==> src/rtl/pcseq_pkg.sv <==
package pcseq_pkg;

  typedef enum logic [3:0] {
    OP_SEQ  = 4'd0,
    OP_JMP  = 4'd1,
    OP_BZ   = 4'd2,
    OP_BP   = 4'd3,
    OP_BN   = 4'd4,
    OP_SKP  = 4'd5,
    OP_SKZ  = 4'd6,
    OP_CALL = 4'd7,
    OP_RET  = 4'd8
  } seqOp_e;

  typedef enum logic [1:0] {
    ST_IDLE,
    ST_CALL_WR,
    ST_RET_RD
  } seqState_e;

  typedef struct packed {
    logic pcStep1;
    logic pcStep2;
    logic pcTarget;
    logic pcLatched;
    logic pcFromMem;
    logic spDec;
    logic spInc;
    logic latchCall;
    logic memWr;
    logic memRd;
  } seqStrobe_t;

endpackage

==> src/rtl/pcseq_ctrl.sv <==
module pcseq_ctrl
  import pcseq_pkg::*;
(
  input  logic       clk,
  input  logic       rst,
  input  logic [3:0] op,
  input  logic       zeroFlag,
  input  logic       negFlag,
  input  logic       spAtTop,
  output seqStrobe_t strobe,
  output logic       busy,
  output logic       underflow
);

  seqState_e state, stateNext;
  logic      ufNext;
  logic      isPositive;

  assign isPositive = !zeroFlag && !negFlag;

  always_comb begin
    strobe    = '0;
    stateNext = state;
    ufNext    = 1'b0;
    unique case (state)
      ST_IDLE: begin
        case (op)
          OP_JMP:  strobe.pcTarget = 1'b1;
          OP_BZ:   begin strobe.pcTarget = zeroFlag;   strobe.pcStep1 = !zeroFlag;   end
          OP_BP:   begin strobe.pcTarget = isPositive; strobe.pcStep1 = !isPositive; end
          OP_BN:   begin strobe.pcTarget = negFlag;    strobe.pcStep1 = !negFlag;    end
          OP_SKP:  strobe.pcStep2 = 1'b1;
          OP_SKZ:  begin strobe.pcStep2 = zeroFlag;    strobe.pcStep1 = !zeroFlag;   end
          OP_CALL: begin
            strobe.spDec     = 1'b1;
            strobe.latchCall = 1'b1;
            stateNext        = ST_CALL_WR;
          end
          OP_RET: begin
            if (spAtTop) begin
              ufNext = 1'b1;
            end else begin
              strobe.memRd = 1'b1;
              stateNext    = ST_RET_RD;
            end
          end
          default: strobe.pcStep1 = 1'b1;
        endcase
      end
      ST_CALL_WR: begin
        strobe.memWr     = 1'b1;
        strobe.pcLatched = 1'b1;
        stateNext        = ST_IDLE;
      end
      ST_RET_RD: begin
        strobe.pcFromMem = 1'b1;
        strobe.spInc     = 1'b1;
        stateNext        = ST_IDLE;
      end
      default: stateNext = ST_IDLE;
    endcase
  end

  always_ff @(posedge clk) begin
    if (rst) begin
      state     <= ST_IDLE;
      underflow <= 1'b0;
    end else begin
      state     <= stateNext;
      underflow <= ufNext;
    end
  end

  assign busy = (state != ST_IDLE);

  // a two-cycle operation occupies exactly one busy cycle
  p_busy_single_r7: assert property (@(posedge clk) disable iff (rst)
    busy |=> !busy);

  // the error never coincides with an accepted operation in flight
  p_uf_not_busy_r10: assert property (@(posedge clk) disable iff (rst)
    underflow |-> !busy);

endmodule

==> src/rtl/pcseq_dp.sv <==
module pcseq_dp
  import pcseq_pkg::*;
#(
  parameter int                ADDR_W     = 16,
  parameter logic [ADDR_W-1:0] START_ADDR = 16'h0100,
  parameter logic [ADDR_W-1:0] STACK_TOP  = 16'hFFF0
) (
  input  logic              clk,
  input  logic              rst,
  input  seqStrobe_t        strobe,
  input  logic [ADDR_W-1:0] target,
  input  logic [ADDR_W-1:0] memRdData,
  output logic [ADDR_W-1:0] pc,
  output logic [ADDR_W-1:0] sp,
  output logic              spAtTop,
  output logic [ADDR_W-1:0] memAddr,
  output logic [ADDR_W-1:0] memWrData
);

  localparam logic [ADDR_W-1:0] ONE = ADDR_W'(1);
  localparam logic [ADDR_W-1:0] TWO = ADDR_W'(2);

  logic [ADDR_W-1:0] callTarget;
  logic [ADDR_W-1:0] retAddr;

  always_ff @(posedge clk) begin
    if (rst) begin
      pc <= START_ADDR;
    end else if (strobe.pcTarget) begin
      pc <= target;
    end else if (strobe.pcLatched) begin
      pc <= callTarget;
    end else if (strobe.pcFromMem) begin
      pc <= memRdData;
    end else if (strobe.pcStep2) begin
      pc <= pc + TWO;
    end else if (strobe.pcStep1) begin
      pc <= pc + ONE;
    end
  end

  always_ff @(posedge clk) begin
    if (rst) begin
      sp <= STACK_TOP;
    end else if (strobe.spDec) begin
      sp <= sp - ONE;
    end else if (strobe.spInc) begin
      sp <= sp + ONE;
    end
  end

  always_ff @(posedge clk) begin
    if (rst) begin
      callTarget <= '0;
      retAddr    <= '0;
    end else if (strobe.latchCall) begin
      callTarget <= target;
      retAddr    <= pc + ONE;
    end
  end

  assign spAtTop   = (sp == STACK_TOP);
  assign memAddr   = sp;
  assign memWrData = retAddr;

  // the stack pointer only moves one entry at a time
  p_sp_step_r7: assert property (@(posedge clk) disable iff (rst)
    !$stable(sp) |-> (sp == $past(sp) + ONE) || (sp == $past(sp) - ONE));

  // a completed return lands on the word delivered by memory
  p_pc_from_mem_r8: assert property (@(posedge clk) disable iff (rst)
    strobe.pcFromMem |=> pc == $past(memRdData));

endmodule

==> src/rtl/pc_sequencer.sv <==
module pc_sequencer
  import pcseq_pkg::*;
#(
  parameter int                ADDR_W     = 16,
  parameter logic [ADDR_W-1:0] START_ADDR = 16'h0100,
  parameter logic [ADDR_W-1:0] STACK_TOP  = 16'hFFF0
) (
  input  logic              clk,
  input  logic              rst,
  input  logic [3:0]        op,
  input  logic [ADDR_W-1:0] target,
  input  logic              zeroFlag,
  input  logic              negFlag,
  output logic [ADDR_W-1:0] pc,
  output logic [ADDR_W-1:0] sp,
  output logic              busy,
  output logic              stackUnderflow,
  output logic [ADDR_W-1:0] memAddr,
  output logic              memWrEn,
  output logic [ADDR_W-1:0] memWrData,
  output logic              memRdEn,
  input  logic [ADDR_W-1:0] memRdData
);

  seqStrobe_t strobe;
  logic       spAtTop;

  pcseq_ctrl ctrl_i (
    .clk       (clk),
    .rst       (rst),
    .op        (op),
    .zeroFlag  (zeroFlag),
    .negFlag   (negFlag),
    .spAtTop   (spAtTop),
    .strobe    (strobe),
    .busy      (busy),
    .underflow (stackUnderflow)
  );

  pcseq_dp #(
    .ADDR_W     (ADDR_W),
    .START_ADDR (START_ADDR),
    .STACK_TOP  (STACK_TOP)
  ) dp_i (
    .clk       (clk),
    .rst       (rst),
    .strobe    (strobe),
    .target    (target),
    .memRdData (memRdData),
    .pc        (pc),
    .sp        (sp),
    .spAtTop   (spAtTop),
    .memAddr   (memAddr),
    .memWrData (memWrData)
  );

  assign memWrEn = strobe.memWr;
  assign memRdEn = strobe.memRd;

  // a refused return holds the program counter and stack pointer
  p_uf_hold_r10: assert property (@(posedge clk) disable iff (rst)
    stackUnderflow |-> $stable(pc) && $stable(sp));

  // the push happens only in the busy cycle
  p_wr_in_busy_r7: assert property (@(posedge clk) disable iff (rst)
    memWrEn |-> busy);

  // a read starts only from idle and never on an empty stack
  p_rd_legal_r8: assert property (@(posedge clk) disable iff (rst)
    memRdEn |-> !busy && (sp != STACK_TOP));

endmodule

==> config.mk <==
export PLATFORM = sky130hd
export DESIGN_NAME = pc_sequencer
export DESIGN_NICKNAME = d
export VERILOG_FILES = /design/src/rtl/pcseq_pkg.sv /design/src/rtl/pcseq_ctrl.sv /design/src/rtl/pcseq_dp.sv /design/src/rtl/pc_sequencer.sv
export SDC_FILE = /design/constraint.sdc
export NUM_CORES = 1
export LEC_CHECK = 0
export CAP_MARGIN = 20
export CORE_MARGIN = 4
export CORE_UTILIZATION = 40
export CTS_CLUSTER_DIAMETER = 50
export DETAILED_ROUTE_END_ITERATION = 10
export GPL_ROUTABILITY_DRIVEN = 1
export GPL_TIMING_DRIVEN = 0
export PLACE_DENSITY = 0.69
export SYNTH_ARGS = -nofsm -noshare
export SYNTH_HDL_FRONTEND = slang
export SYNTH_SLANG_ARGS = --single-unit
==> constraint.sdc <==
create_clock -name clk -period 4.7 [get_ports clk]
set_input_delay 1.175 -clock clk [delete_from_list [all_inputs] [get_ports clk]]
set_output_delay 1.175 -clock clk [all_outputs]
set_load 0.005 [all_outputs]
==> flow_metrics.py <==
metrics = {
    "status": {
        "status": "finished, final reports clean",
    },
    "timing": {
        "max_freq_ghz": 0.226,
        "layout_setup_ws_ps": 267,
        "slew_viol_final": 0,
        "setup_viol": 0,
        "worst_pin_slew_ps": 784,
        "setup_tns_ps": 0,
        "finalHoldViolCount": 0,
        "finalCritPeriodShare_pct": 94.3,
        "fin_skew_ps": 6.57,
        "rsz0062_at_grt": "no",
        "period_minus_slack_ps": 4430,
        "max-slew-margin-rel_pct": 47.2,
    },
    "power_and_ir_drop": {
        "irDropWorstVdd_v": 0.000196,
        "powerDensity_nw_per_um2": 279,
        "switching_power_uw": 543,
        "seqPwrFrac_pct": 37.6,
        "p_comb_share_pct": 24.7,
        "p_int_uw": 1170,
        "pwr-share-clk_pct": 37.7,
        "p_leak_uw": 0.00217,
        "p_sw_share_pct": 31.7,
    },
    "synthesis": {
        "syn_nets": 670,
        "synth_area_sq_um": 4620,
        "ys_seq_area_share_pct": 29.0,
        "synth.area.top_cells": "dfxtp_1 (29%), nor2_1 (6.6%), nand2_1 (6.3%), a21oi_1 (4.3%), mux2i_1 (3.5%)",
        "synth_top_area_share_pct": 29.0,
        "synth-edff-count": 0,
        "synth_area_leader_cell": "dfxtp_1",
        "ys.flop_type": "dfxtp_1",
        "yosys_warnings": 0,
        "ys_ff_latch": 67,
        "async_flop_share_pct": 0,
        "netlist_instances": 623,
        "synth.distinct_cells": 65,
        "synth.avg_cell_area_sq_um": 7.42,
    },
    "route": {
        "drt_first_pass_iters": 6,
        "routedWlPerCell_microns": 18.9,
        "routed_wl_mm": 16.7,
        "drt_iter0_markers": 432,
        "dr_total_vias": 5129,
        "via_per_inst": 5.81,
        "drc_errors": 0,
        "drt.antenna.violating_nets": 0,
    },
    "placed_design": {
        "dpl_cell_area_sq_um": 5850,
        "dpl.hpwl_mm": 12.2,
        "io_buffer_count": 105,
        "gp_congestion": 0.939,
        "place_ws_ps": -863,
    },
    "final_layout": {
        "final_nets": 785,
        "final_core_util_pct": 55.5,
        "fillCellCount": 1057,
        "area_growth_pct": 33.1,
        "multi_input_area_sq_um": 2890,
        "drive_gt1_share_pct": 7.67,
        "seq_area_sq_um": 1340,
        "antennaDiodeCount": 0,
        "stdcell_area_sq_um": 6150,
    },
    "clock_tree": {
        "clkTransAtPathRegs_ps": 60,
        "post_cts_buffers": 0,
        "cts_tree": "yes",
        "htree_levels": 3,
        "insertion_delay_ps": 350,
        "cts-root-buf": "clkbuf_16",
        "cts.sinks": 67,
        "cts_hold_buf": 0,
        "clock_path_buffers": 2,
        "numCtsBuffers": 9,
        "cts_repair_resize_count": 3,
    },
    "worst_setup_path": {
        "worstSetupEndpointType": "flop",
        "path_class": "input port to flop",
        "path_max_fanout": 11,
        "start_kind": "input port",
        "worstReg2RegStart": "ctrl_i.state[1]",
        "worstPathArrival_ps": 4710,
        "startpoint": "op[0]",
        "crit_required_ps": 4980,
    },
    "global_route": {
        "grt.total_usage_pct": 24.9,
        "antenna_found_initial": 0,
        "grt_max_degree": 13,
        "grt_pass1_wl_mm": 25.9,
        "overflow": 0,
        "grt_pass1_vias": 4937,
    },
    "min_path": {
        "hp-start": "dp_i.callTarget[3]",
        "hold_class": "flop to flop",
    },
    "die": {
        "io_pins": 108,
        "die_h_microns": 115,
        "die-area_sq_um": 13300,
        "num_rows": 38,
        "start_util_pct": 41.7,
        "coreArea_sq_um": 11100,
        "die_x_microns": 115,
    },
    "job": {
        "max_cap_violations": 0,
    },
}
power groups by stage:
stage                     sequential (uW)  combinational [uW]  clock (uW)
after CTS                             643                 419         648
final                                 644                 423         647
after detailed placement              654                 416           0
after global placement                654                 411           0
after floorplan                       643                 233           0
after global routing                  648                 457         673
cells in the final DEF (no fill, tap or decap), drive strengths merged, types with 16 or more instances in the layout:
cell type,instances
nand2,78
a21oi,41
a211oi,20
nand3,16
mux2i,16
buf,33
xnor2,17
o21ai,23
nor2,81
clkdlybuf4s50,104
dfxtp,67
clkbuf,49
final cells by class:
type,count,share of cell area [%]
multi-input cells,471,46.9
flip-flops and latches,67,21.8
repair buffers,105,17.1
plain buffers,72,5.96
clock buffers,10,3.89
well taps,140,2.85
inverters,12,0.733
clock inverters,6,0.672
critical path: stages:
cell and delay [ps]:
clkdlybuf4s50_1 490, and4b_2 220, buf_2 160, buf_4 210, nand2_4 130, buf_6 220
xnor2_1 130, ha_1 210, nor4_1 60, a311o_1 370, a211oi_4 300, o211ai_2 180
or4_1 500, o311ai_1 120, mux2i_1 210
sequential cells by signal (all words and copies together) (netlist names):
signal,flops
dp_i.callTarget,16
dp_i.memAddr,16
ctrl_i.state,2
ctrl_i.underflow,1
dp_i.memWrData,16
dp_i.pc,16
logic make-up (layout without fill, tap and decap cells):
logic type,count (synthesis),in the layout,synth area share (%)
AOI/OAI and AO/OA,164,164,24.8
xor gates and xnor gates,30,30,5.69
adders and majority gates,7,7,1.90
buffers and inverters,85,205,8.83
DFF,67,67,29.0
muxes,16,16,3.47
and+or+nand+nor,254,254,26.3
worst paths after layout:
| check | end | slack (ps) | cells past startpoint |
|---|---|---|---|
| setup / recovery | dp_i.memAddr[12] | 270 | 15 |
| hold / removal | dp_i.callTarget[3] | 450 | 2 |
| setup reg to reg | dp_i.memAddr[12] | 670 | 15 |
| hold reg to reg | dp_i.callTarget[3] | 450 | 2 |
routing by layer:
metal	global-route usage, %	up-vias	share of wire [%]
met5	0	-	0
met4	9.31	0	2.4
met3	4.33	37	8.8
met2	40.6	261	46
met1	33.0	2386	42
li1	-	2445	-
through the flow:
step | std cells | hold WS (ps) | total power [uW]
after global routing | 883 | 469 | 1780
after floorplan | 623 | 433 | 877
after global placement | 868 | 443 | 1070
final | 883 | 451 | 1710
after detailed placement | 868 | 446 | 1070
after CTS | 883 | 454 | 1710
synthesized netlist by cell type (11+ instances only):
master and number:
a211oi_1 19, a21oi_1 40, a31oi_1 11, buf_4 20
clkbuf_1 40, dfxtp_1 67, inv_1 11, mux2i_1 16
nand2_1 78, nand2b_1 11, nand3_1 16, nor2_1 81
nor3_1 14, o21ai_0 23, xnor2_1 17, xor2_1 13
(Power assumes the default switching activity.)
